## config.mk

```make
export PLATFORM = sky130hd
export DESIGN_NAME = prio_irq_ctrl
export DESIGN_NICKNAME = d
export VERILOG_FILES = /design/src/rtl/pic_pkg.sv /design/src/rtl/pic_sense.sv /design/src/rtl/pic_arbiter.sv /design/src/rtl/pic_nest.sv /design/src/rtl/prio_irq_ctrl.sv
export SDC_FILE = /design/constraint.sdc
export NUM_CORES = 1
export LEC_CHECK = 0
export ABC_AREA = 1
export BUFFER_PORTS_ARGS = -buffer_cell sky130_fd_sc_hd__buf_2
export CELL_PAD_IN_SITES_DETAIL_PLACEMENT = 1
export CELL_PAD_IN_SITES_GLOBAL_PLACEMENT = 1
export CORE_UTILIZATION = 44
export CTS_CLUSTER_DIAMETER = 100
export CTS_CLUSTER_SIZE = 25
export DETAILED_ROUTE_END_ITERATION = 6
export HOLD_SLACK_MARGIN = 0.02
export PLACE_DENSITY_LB_ADDON = 0.1
export SLEW_MARGIN = 20
export SYNTH_ARGS = -nofsm -noshare
export SYNTH_HDL_FRONTEND = slang
export SYNTH_SLANG_ARGS = --single-unit
```

## constraint.sdc

```tcl
create_clock -name clk -period 44 [get_ports clk]
set_input_delay 4.4 -clock clk [delete_from_list [all_inputs] [get_ports clk]]
set_output_delay 4.4 -clock clk [all_outputs]
set_load 0.005 [all_outputs]
```

## src/rtl/pic_pkg.sv

```systemverilog
`timescale 1ns/1ps
package pic_pkg;
  localparam int PIC_NUM_INT = 23;
  localparam int PIC_NUM_EXT = 4;
  localparam int PIC_PRIO_W  = 3;

  // edge of the chosen direction between two successive samples
  function automatic logic edge_hit(input logic now_v, input logic prev_v,
                                    input logic falling);
    return falling ? (prev_v & ~now_v) : (now_v & ~prev_v);
  endfunction

  // bit offset of a source's priority field inside its register
  function automatic int prio_field_lsb(input int src, input int slots, input int slot_w);
    return (src % slots) * slot_w;
  endfunction
endpackage

```

## src/rtl/pic_sense.sv

```systemverilog
`timescale 1ns/1ps
module pic_sense #(
  parameter int SYNC_STAGES = 2
) (
  input  logic clk,
  input  logic rst_n,
  input  logic pin_i,
  input  logic edge_mode_i,
  input  logic invert_i,
  input  logic clr_i,
  output logic pend_o
);
  logic [SYNC_STAGES-1:0] sync_q;
  logic prev_q;
  logic latch_q;
  logic pin_s;
  logic edge_seen;

  assign pin_s     = sync_q[SYNC_STAGES-1];
  assign edge_seen = pic_pkg::edge_hit(pin_s, prev_q, invert_i);

  always_ff @(posedge clk or negedge rst_n) begin
    if (!rst_n) begin
      sync_q  <= '0;
      prev_q  <= 1'b0;
      latch_q <= 1'b0;
    end else begin
      sync_q <= {sync_q[SYNC_STAGES-2:0], pin_i};
      prev_q <= pin_s;
      if (!edge_mode_i)   latch_q <= 1'b0;
      else if (edge_seen) latch_q <= 1'b1;
      else if (clr_i)     latch_q <= 1'b0;
    end
  end

  assign pend_o = edge_mode_i ? latch_q : (pin_s ^ invert_i);

  AST_EDGE_SETS_PEND: assert property (@(posedge clk) disable iff (!rst_n)
    (edge_mode_i && edge_seen) |=> (pend_o || !edge_mode_i));
  AST_CLEAR_DROPS_PEND: assert property (@(posedge clk) disable iff (!rst_n)
    (edge_mode_i && clr_i && !edge_seen) |=> (!pend_o || !edge_mode_i));
endmodule

```

## src/rtl/pic_arbiter.sv

```systemverilog
`timescale 1ns/1ps
module pic_arbiter #(
  parameter int NUM_SRC = 27,
  parameter int PRIO_W  = 3,
  parameter int ID_W    = 5
) (
  input  logic [NUM_SRC-1:0]        req_i,
  input  logic [NUM_SRC*PRIO_W-1:0] prio_i,
  output logic                      hit_o,
  output logic [ID_W-1:0]           id_o,
  output logic [PRIO_W-1:0]         prio_o
);
  // ascending scan with strict compare: lowest number keeps a tie
  always_comb begin
    hit_o  = 1'b0;
    id_o   = '0;
    prio_o = '0;
    for (int i = 0; i < NUM_SRC; i++) begin
      if (req_i[i] && (!hit_o || (prio_i[i*PRIO_W +: PRIO_W] > prio_o))) begin
        hit_o  = 1'b1;
        id_o   = ID_W'(i);
        prio_o = prio_i[i*PRIO_W +: PRIO_W];
      end
    end
  end
endmodule

```

## src/rtl/pic_nest.sv

```systemverilog
`timescale 1ns/1ps
module pic_nest #(
  parameter int DEPTH = 8,
  parameter int LVL_W = 4
) (
  input  logic             clk,
  input  logic             rst_n,
  input  logic             push_i,
  input  logic             pop_i,
  input  logic [LVL_W-1:0] lvl_i,
  output logic [LVL_W-1:0] lvl_o
);
  localparam int DEPTH_W = $clog2(DEPTH + 1);
  localparam int IDX_W   = $clog2(DEPTH);

  logic [LVL_W-1:0]   stk_q [DEPTH];
  logic [LVL_W-1:0]   cur_q;
  logic [DEPTH_W-1:0] sp_q;
  logic               has_room;

  assign has_room = (sp_q < DEPTH_W'(DEPTH));

  always_ff @(posedge clk or negedge rst_n) begin
    if (!rst_n) begin
      cur_q <= '0;
      sp_q  <= '0;
      for (int i = 0; i < DEPTH; i++) stk_q[i] <= '0;
    end else if (pop_i) begin
      if (sp_q != '0) begin
        cur_q <= stk_q[IDX_W'(sp_q - 1'b1)];
        sp_q  <= sp_q - 1'b1;
      end
    end else if (push_i && has_room) begin
      stk_q[sp_q[IDX_W-1:0]] <= cur_q;
      cur_q <= lvl_i;
      sp_q  <= sp_q + 1'b1;
    end
  end

  assign lvl_o = cur_q;

  AST_NEST_NO_OVERFLOW: assert property (@(posedge clk) disable iff (!rst_n)
    (push_i && !pop_i) |-> has_room);
  AST_NEST_RAISES: assert property (@(posedge clk) disable iff (!rst_n)
    (push_i && !pop_i) |=> (lvl_o > $past(lvl_o)));
  AST_EOI_EMPTY_HOLDS: assert property (@(posedge clk) disable iff (!rst_n)
    (pop_i && sp_q == '0) |=> $stable(lvl_o));
endmodule

```

## src/rtl/prio_irq_ctrl.sv

```systemverilog
`timescale 1ns/1ps
module prio_irq_ctrl #(
  parameter int NUM_INT     = pic_pkg::PIC_NUM_INT,
  parameter int NUM_EXT     = pic_pkg::PIC_NUM_EXT,
  parameter int PRIO_W      = pic_pkg::PIC_PRIO_W,
  parameter int ADDR_W      = 4,
  parameter int DATA_W      = 32,
  parameter int SYNC_STAGES = 2
) (
  input  logic               clk,
  input  logic               rst_n,
  input  logic [NUM_INT-1:0] int_src_i,
  input  logic [NUM_EXT-1:0] ext_pin_i,
  input  logic               fiq_pin_n_i,
  input  logic               bus_wr_i,
  input  logic               bus_rd_i,
  input  logic [ADDR_W-1:0]  bus_addr_i,
  input  logic [DATA_W-1:0]  bus_wdata_i,
  output logic [DATA_W-1:0]  bus_rdata_o,
  output logic               irq_o,
  output logic               fiq_o
);
  localparam int NUM_SRC       = NUM_INT + NUM_EXT;
  localparam int ID_W          = $clog2(NUM_SRC);
  localparam int LVL_W         = PRIO_W + 1;
  localparam int NEST_DEPTH    = 1 << PRIO_W;
  localparam int SLOT_W        = 4;
  localparam int SLOTS_PER_REG = DATA_W / SLOT_W;
  localparam int PRIO_BASE     = 8;
  localparam int VEC_PRIO_LSB  = 8;

  localparam logic [ADDR_W-1:0] A_EN   = ADDR_W'(0);
  localparam logic [ADDR_W-1:0] A_PEND = ADDR_W'(1);
  localparam logic [ADDR_W-1:0] A_CFG  = ADDR_W'(2);
  localparam logic [ADDR_W-1:0] A_VEC  = ADDR_W'(3);
  localparam logic [ADDR_W-1:0] A_LVL  = ADDR_W'(4);
  localparam logic [ADDR_W-1:0] A_FIQ  = ADDR_W'(5);

  logic [NUM_SRC-1:0]        en_q;
  logic [2*NUM_EXT-1:0]      cfg_q;
  logic [NUM_SRC*PRIO_W-1:0] prio_q;

  logic [NUM_EXT-1:0] ext_pend;
  logic [NUM_SRC-1:0] pend_all;
  logic [NUM_SRC-1:0] req;
  logic               win_hit;
  logic [ID_W-1:0]    win_id;
  logic [PRIO_W-1:0]  win_prio;
  logic [LVL_W-1:0]   win_lvl;
  logic [LVL_W-1:0]   cur_lvl;
  logic [DATA_W-1:0]  vec_word;

  // named bus events
  logic wr_en, wr_cfg, wr_pend, wr_fiq, vec_read, eoi, fiq_clr;
  logic unused_wbits;

  assign wr_en    = bus_wr_i && (bus_addr_i == A_EN);
  assign wr_cfg   = bus_wr_i && (bus_addr_i == A_CFG);
  assign wr_pend  = bus_wr_i && (bus_addr_i == A_PEND);
  assign wr_fiq   = bus_wr_i && (bus_addr_i == A_FIQ);
  assign eoi      = bus_wr_i && (bus_addr_i == A_VEC);
  assign vec_read = bus_rd_i && (bus_addr_i == A_VEC);
  assign fiq_clr  = wr_fiq && bus_wdata_i[0];
  assign unused_wbits = ^bus_wdata_i;

  always_ff @(posedge clk or negedge rst_n) begin
    if (!rst_n) begin
      en_q   <= '0;
      cfg_q  <= '0;
      prio_q <= '0;
    end else begin
      if (wr_en)  en_q  <= bus_wdata_i[NUM_SRC-1:0];
      if (wr_cfg) cfg_q <= bus_wdata_i[2*NUM_EXT-1:0];
      for (int s = 0; s < NUM_SRC; s++) begin
        if (bus_wr_i && bus_addr_i == ADDR_W'(PRIO_BASE + s / SLOTS_PER_REG))
          prio_q[s*PRIO_W +: PRIO_W] <=
            bus_wdata_i[pic_pkg::prio_field_lsb(s, SLOTS_PER_REG, SLOT_W) +: PRIO_W];
      end
    end
  end

  for (genvar k = 0; k < NUM_EXT; k++) begin : g_ext
    pic_sense #(.SYNC_STAGES(SYNC_STAGES)) u_sense (
      .clk        (clk),
      .rst_n      (rst_n),
      .pin_i      (ext_pin_i[k]),
      .edge_mode_i(cfg_q[2*k]),
      .invert_i   (cfg_q[2*k+1]),
      .clr_i      (wr_pend && bus_wdata_i[NUM_INT+k]),
      .pend_o     (ext_pend[k])
    );
  end

  pic_sense #(.SYNC_STAGES(SYNC_STAGES)) u_fiq_sense (
    .clk        (clk),
    .rst_n      (rst_n),
    .pin_i      (fiq_pin_n_i),
    .edge_mode_i(1'b1),
    .invert_i   (1'b1),
    .clr_i      (fiq_clr),
    .pend_o     (fiq_o)
  );

  assign pend_all = {ext_pend, int_src_i};
  assign req      = pend_all & en_q;

  pic_arbiter #(.NUM_SRC(NUM_SRC), .PRIO_W(PRIO_W), .ID_W(ID_W)) u_arb (
    .req_i (req),
    .prio_i(prio_q),
    .hit_o (win_hit),
    .id_o  (win_id),
    .prio_o(win_prio)
  );

  assign win_lvl = LVL_W'(win_prio) + LVL_W'(1);
  assign irq_o   = win_hit && (win_lvl > cur_lvl);

  pic_nest #(.DEPTH(NEST_DEPTH), .LVL_W(LVL_W)) u_nest (
    .clk   (clk),
    .rst_n (rst_n),
    .push_i(vec_read && irq_o),
    .pop_i (eoi),
    .lvl_i (win_lvl),
    .lvl_o (cur_lvl)
  );

  always_comb begin
    vec_word = '0;
    if (irq_o) begin
      vec_word[DATA_W-1]                 = 1'b1;
      vec_word[VEC_PRIO_LSB +: PRIO_W]   = win_prio;
      vec_word[ID_W-1:0]                 = win_id;
    end
  end

  always_comb begin
    bus_rdata_o = '0;
    case (bus_addr_i)
      A_EN:    bus_rdata_o = DATA_W'(en_q);
      A_PEND:  bus_rdata_o = DATA_W'(pend_all);
      A_CFG:   bus_rdata_o = DATA_W'(cfg_q);
      A_VEC:   bus_rdata_o = vec_word;
      A_LVL:   bus_rdata_o = DATA_W'(cur_lvl);
      A_FIQ:   bus_rdata_o = DATA_W'(fiq_o);
      default: bus_rdata_o = '0;
    endcase
    for (int s = 0; s < NUM_SRC; s++) begin
      if (bus_addr_i == ADDR_W'(PRIO_BASE + s / SLOTS_PER_REG))
        bus_rdata_o[pic_pkg::prio_field_lsb(s, SLOTS_PER_REG, SLOT_W) +: PRIO_W] =
          prio_q[s*PRIO_W +: PRIO_W];
    end
  end

  AST_IRQ_NEEDS_ENABLED: assert property (@(posedge clk) disable iff (!rst_n)
    irq_o |-> (|(pend_all & en_q)));
  AST_WIN_IS_REQUEST: assert property (@(posedge clk) disable iff (!rst_n)
    win_hit |-> req[win_id]);
  AST_VEC_SETS_LEVEL: assert property (@(posedge clk) disable iff (!rst_n)
    (vec_read && irq_o && !eoi) |=> (cur_lvl == $past(win_lvl)));
  AST_EOI_LOWERS: assert property (@(posedge clk) disable iff (!rst_n)
    (eoi && cur_lvl != '0) |=> (cur_lvl < $past(cur_lvl)));
  AST_EMPTY_VEC_HOLDS: assert property (@(posedge clk) disable iff (!rst_n)
    (vec_read && !irq_o && !eoi) |=> $stable(cur_lvl));
  AST_FIQ_STICKY: assert property (@(posedge clk) disable iff (!rst_n)
    (fiq_o && !fiq_clr) |=> fiq_o);
endmodule

```

==> Word level (Yosys, flattened, before mapping) <==
Index checks and enable logic that the tools add are counted.
{ "word_totals": {"wordCells": 353, "output_inout_bits": 34, "regBits": 176} }
{ "op_classes": {"n_eq_ne": 14, "n_addsub": 3, "order_cmp": 31, "mux": 145, "n_reduce_logical": 103, "bitwise_logic": 26} }
{ "ops": {"columns": ["op", "n"], "rows": [
  ["$pmux W32 S6", 1],
  ["$mux W3", 59],
  ["$gt A3 B3 Y1", 26],
  ["$mux W4", 17],
  ["$mux W5", 12],
  ["$mux W1", 51],
  ["$logic_and A1 B1 Y1", 45],
  ["$bwmux W32", 1],
  ["$and A27 B27 Y27", 1],
  ["$logic_not A1 Y1", 26],
  ["$logic_or A1 B1 Y1", 26],
  ["$eq A4 B4 Y1 const B", 4],
  ["$bmux W4 S3", 1],
  ["$demux W4 S3", 1],
  ["$ne A3 B1 Y1 const B", 4],
  ["$not A1 Y1", 10],
  ["$and A1 B1 Y1", 9],
  ["$eq A4 B2 Y1 const B", 2],
  ["$eq A4 B3 Y1 const B", 2],
  ["$ge A4 B4 Y1 const B", 2],
  ["$not A3 Y4", 2],
  ["$add A3 B1 Y4 const B", 1],
  ["$add A4 B1 Y4 const B", 1],
  ["$eq A4 B1 Y1 const B", 1],
  ["11 further kinds", 17]
]} }

==> Depth between registers and ports, before layout <==
{ "logic_depth": {"depth_word": 117, "ltp_mapped": 267, "ltp_nobuf": 267} }

==> Hierarchy <==
Synthesis repeated with hierarchy kept, for this count alone.
{ "hier_totals": {"cells_unflattened": 1708, "area_unflattened_um2": 12266.8} }
{ "modules_own_cells": {"columns": ["mod", "cells_each", "seq_area_each_um2", "n_inst", "area_per_inst_um2"], "rows": [
  ["prio_irq_ctrl", 732, 2902.8, 1, 5801.8],
  ["pic_arbiter", 624, 0.0, 1, 3573.4],
  ["pic_nest", 257, 1001.0, 1, 2078.2],
  ["pic_sense", 19, 100.1, 5, 162.7]
]} }

==> Least setup slack after synthesis <==
OpenSTA, ideal clock, no wires.
{ "synth_timing": {"path_kind": "input to output", "start": "input int_src_i[0]", "end": "output bus_rdata_o[2]", "t_arrival_ps": 31944, "path_buffers": 1, "cell_stages": 251, "required_time_ps": 39600, "setup_slack_ps": 7656, "cell_sequence": "nand2_2 nor2_1 inv_1 ha_1 a21oi_1 nand2_1 nand2_1 nand2_2 nand2_2 nand2_1 and2_1 ha_1 a21oi_1 o21ai_1 nand2_1 nand2_1 nand2_2 inv_1 (+215 left out) nand2_1 nand2_1 nand2_1 clkbuf_4 nand3_1 nand2_2 ha_1 ha_1 inv_1 o21bai_1 nand3_1 a21oi_1 nand2_1 nor2_1 o211ai_1 o211ai_1 a21oi_1 nand3_1"} }
{ "synth_via": {"elab_chain_cells": 115, "elab_cells_between_ends": 191} }
{ "synth_rtl": {"columns": ["item", "line", "rtl"], "rows": [
  ["from (decl)", "prio_irq_ctrl.sv:12", "input logic [NUM_INT-1:0] int_src_i,"],
  ["$and A27 B27 Y27 (*)", "prio_irq_ctrl.sv:105", "assign req = pend_all & en_q;"],
  ["$mux W3 or $mux W1 (tied branches)", "pic_arbiter.sv:19", "if (req_i[i] && (!hit_o || (prio_i[i*PRIO_W +: PRIO_W] > prio_o))) begin"],
  ["$gt A3 B3 Y1 or $logic_not A1 Y1 (tied branches)", "pic_arbiter.sv:19", null],
  ["$logic_or A1 B1 Y1", "pic_arbiter.sv:19", null],
  ["$logic_and A1 B1 Y1", "pic_arbiter.sv:19", null],
  ["$mux W3 or $mux W1 (tied branches)", "pic_arbiter.sv:19", null],
  ["$gt A3 B3 Y1 or $logic_not A1 Y1 (tied branches)", "pic_arbiter.sv:19", null],
  ["$logic_or A1 B1 Y1", "pic_arbiter.sv:19", null],
  ["(+96 left out)", null, null],
  ["$logic_and A1 B1 Y1", "pic_arbiter.sv:19", null],
  ["$mux W3", "pic_arbiter.sv:19", null],
  ["$add A3 B1 Y4", "prio_irq_ctrl.sv:115", "assign win_lvl = LVL_W'(win_prio) + LVL_W'(1);"],
  ["$gt A4 B4 Y1", "prio_irq_ctrl.sv:116", "assign irq_o = win_hit && (win_lvl > cur_lvl);"],
  ["$logic_and A1 B1 Y1", "prio_irq_ctrl.sv:116", null],
  ["$mux W5 (*)", "prio_irq_ctrl.sv:129", "if (irq_o) begin"],
  ["$pmux W32 S6 (*)", "prio_irq_ctrl.sv:138", "case (bus_addr_i)"],
  ["$mux W3 (*) (4 in series)", "prio_irq_ctrl.sv:148", "if (bus_addr_i == ADDR_W'(PRIO_BASE + s / SLOTS_PER_REG))"],
  ["to (decl)", "prio_irq_ctrl.sv:19", "output logic [DATA_W-1:0] bus_rdata_o,"]
]} }
Every way passes the cells marked *; elsewhere a longest branch is shown, timed or not.

==> Worst setup path after layout <==
Ends and elaborated chain as after synthesis.

==> metrics.cfg <==
[finish]
drive_above_1_share = 0.1508
nFillCells = 3376
fin_util = 0.5064
area_growth_pct = 13.15
fin_area_mm2 = 0.01316
finalNetCount = 1833
final_cells = 2046
antenna_cells = 0

[clock_tree]
htree_levels = 4
cts-root-buf = clkbuf_16
clock_latency_ns = 0.45
cts_tree = done
cts_buffer_depth = 2
cts_made_buffers = 17
clock-sinks = 176
clk_pin_slew_ns = 0.08

[synthesis]
synth-seq-cells = 176
syn_nets = 1746
postSynth.asyncResetShare = 1.000
yosysWarnings = 0
synth_edf_count = 0
synth_area_mm2 = 0.01163
yosys_most_used_dff = dfrtp_1
netlist_instances = 1611
avgSynthCellArea_um2 = 7.218
ys_seq_area_frac = 0.3787
synth.distinct_cells = 39

[place]
pre_cts_slack_ns = 0.7568
gp_congestion = 0.8943
portBuffers = 98
place_inst = 2014
dpl_cell_area_mm2 = 0.01248
dp_hpwl_mm = 30.99

[critical_path]
critPathMaxStageDelay_ns = 0.35
critPathSlowestCell = ha_1
crit_fanout = 12
setup.worst_path.class = primary input to primary output
worstPathArrival_ns = 36.49
critPathLaunchType = primary input
cp_common_cell = nand2_1
worstSetupEndpointType = primary output
worstPathRequired_ns = 39.60

[global_routing]
grt_pass1_vias = 11585
grt.total_usage = 0.3154
grt_pass1_wl_mm = 64.23
grt_max_degree = 108
antenna_found_initial = 2
grt.overflow.total = 0

[detailed_routing]
antenna_left = 0
routedWlPerCell_um = 20.14
via_count = 11427
drc_errors = 0
firstDrtPassIters = 5
vias_per_cell = 5.585
drtIter0Drc = 770
wl_mm = 41.21

[timing]
skew_ns = 0.02011
fin_ws_ns = 3.106
final_max_slew_viol_count = 0
setup-tns-final_ns = 0
setup_violations = 0
max-slew-margin-rel = 0.2441
tightest_slew_ns = 1.124
hold_ws_ns = 0.3508
finalCritPeriodShare = 0.9294
hold_violations = 0
period_minus_slack_ns = 40.89
maxClockFrequency_mhz = 24.45

[run]
drv_cap = 0

[die]
fp.dieH_um = 164.6
core.rowCount = 59
start_util = 0.4475
die_area_mm2 = 0.02708
core-area_mm2 = 0.02598
ioPinCount = 102
die_w_um = 164.6

[pwr]
power_mw = 0.9963
p_sw_mw = 0.5094
power.internal_mw = 0.4868
powerDensity_mw_per_mm2 = 75.72
swShare = 0.5113
pwr-share-comb = 0.609
clock_power_share = 0.160
peakVddDrop_uv = 40.44
p_leak_nw = 7.003
seqPwrFrac = 0.231

[run_status]
outcome = complete, no violations

[worst_hold_path]
hp-class = register to register

-- flip-flops by register name, indices dropped and copies added, names as in the netlist --
name                   cells
prio_q                    81
u_nest.stk_q              32
en_q                      27
cfg_q                      8
g_ext.u_sense.sync_q       8
g_ext.u_sense.latch_q      4
g_ext.u_sense.prev_q       4
u_nest.lvl_o               4
u_nest.sp_q                4
u_fiq_sense.sync_q         2
u_fiq_sense.latch_q        1
u_fiq_sense.prev_q         1
-- routing by layer --
| metal | wire [µm] | global-route usage |
|---|---|---|
| met5 | 11 | 0 |
| met4 | 488 | 0.06756 |
| met3 | 2221 | 0.03968 |
| met2 | 19650 | 0.5208 |
| met1 | 18840 | 0.4409 |
-- cells by family (layout without fill, tap and decap cells) --
kind of cell | Yosys count | in the layout | share of synthesized area
AOI/OAI and AO/OA | 371 | 371 | 0.1762
DFF | 176 | 176 | 0.3787
buffers and inverters | 254 | 354 | 0.08263
adders and majority gates | 67 | 67 | 0.07209
other | 1 | 1 | 0.0003225
xor gates and xnor gates | 4 | 4 | 0.003013
muxes | 3 | 3 | 0.002905
and+or+nand+nor | 735 | 735 | 0.2841
-- worst max-delay path: cells and delay by family --
kind / cells / cell delay (ns)
and+or+nand+nor: 124 / 11.24
AOI/OAI and AO/OA: 69 / 9.74
buffers and inverters: 33 / 2.47
adders and majority gates: 28 / 8.60
-- path summary, 6_finish.rpt --
path | startpoint | end | slack [ns] | depth (start not counted)
worst max-delay path | int_src_i[0] | bus_rdata_o[2] | 3.11 | 254
worst min-delay path | g_ext[1].u_sense.sync_q[0] | g_ext[1].u_sense.sync_q[1] | 0.35 | 0
worst max register to register | en_q[0] | u_nest.stk_q[1] | 11.06 | 250
worst min register to register | g_ext[1].u_sense.sync_q[0] | g_ext[1].u_sense.sync_q[1] | 0.35 | 0
max in group asynchronous | rst_n | prio_q[10] | 38.42 | 2
min in group asynchronous | rst_n | u_nest.stk_q[0] | 4.04 | 1
-- timing repair --
action,4_1_cts,5_1_grt
setup buffers,0,0
setup endpoints to repair,0,10
hold buffers,0,0
gates resized for setup,0,63
-- synthesized netlist by cell type (2+ instances only) --
cell         n  area [µm²]
o22ai_1      9       56.30
a221oi_1     7       61.31
nor4_1       3       18.77
o221ai_1     6       52.55
o211ai_1    14       105.1
nand3_1     87       435.4
nand4_1      5       31.28
nand2_1    454        1704
xnor2_1      2       17.52
and2_1       3       18.77
a21o_1       3       22.52
nor3_1       3       15.01
ha_1        67       838.3
o21a_1       4       30.03
nand2_2     52       325.3
a22o_1      11       96.34
dfrtp_1    176        4404
or2_2        6       37.54
nand3_2     24       240.2
nand2_4     14       157.7
clkinv_1     2       7.510
clkbuf_1    38       142.6
o2111ai_1    4       35.03
nor2_1      83       311.6
o21ai_0    256        1281
inv_1      212       795.8
o21ai_1      5       25.02
a31oi_1      9       56.30
xor2_1       2       17.52
a21oi_1     39       195.2
mux2_2       3       33.78
-- layout make-up --
class	instances	area, µm²	area share
Multi-Input combinational cell	1181	6341	0.4819
Timing Repair Buffer	108	578.1	0.04393
Clock inverter	15	182.7	0.01388
Sequential cell	176	4404	0.3347
Inverter	214	807.0	0.06134
Tap cell	335	419.2	0.03186
Clock buffer	17	425.4	0.03233
-- layout by cell type, fill, tap and decap left out, drive strengths merged, types with 7 or more instances in the layout --
cell type    n
a22o        11
nor2        83
buf        107
nand2      520
nand3      111
inv        218
a21oi       39
ha          67
a31oi        9
a221oi       7
o22ai        9
dfrtp      176
o211ai      14
clkinv      10
clkbuf      18
o21ai      261
-- power by group through the flow --
stage / registers (mW) / clock network, mW / logic, mW
after floorplan: 0.216 / 0 / 0.433
after CTS: 0.229 / 0.162 / 0.587
final: 0.230 / 0.160 / 0.606
after global placement: 0.230 / 0 / 0.547
after detailed placement: 0.232 / 0 / 0.575
after global routing: 0.235 / 0.166 / 0.690
No activity file was read; power rests on OpenSTA's default activity.
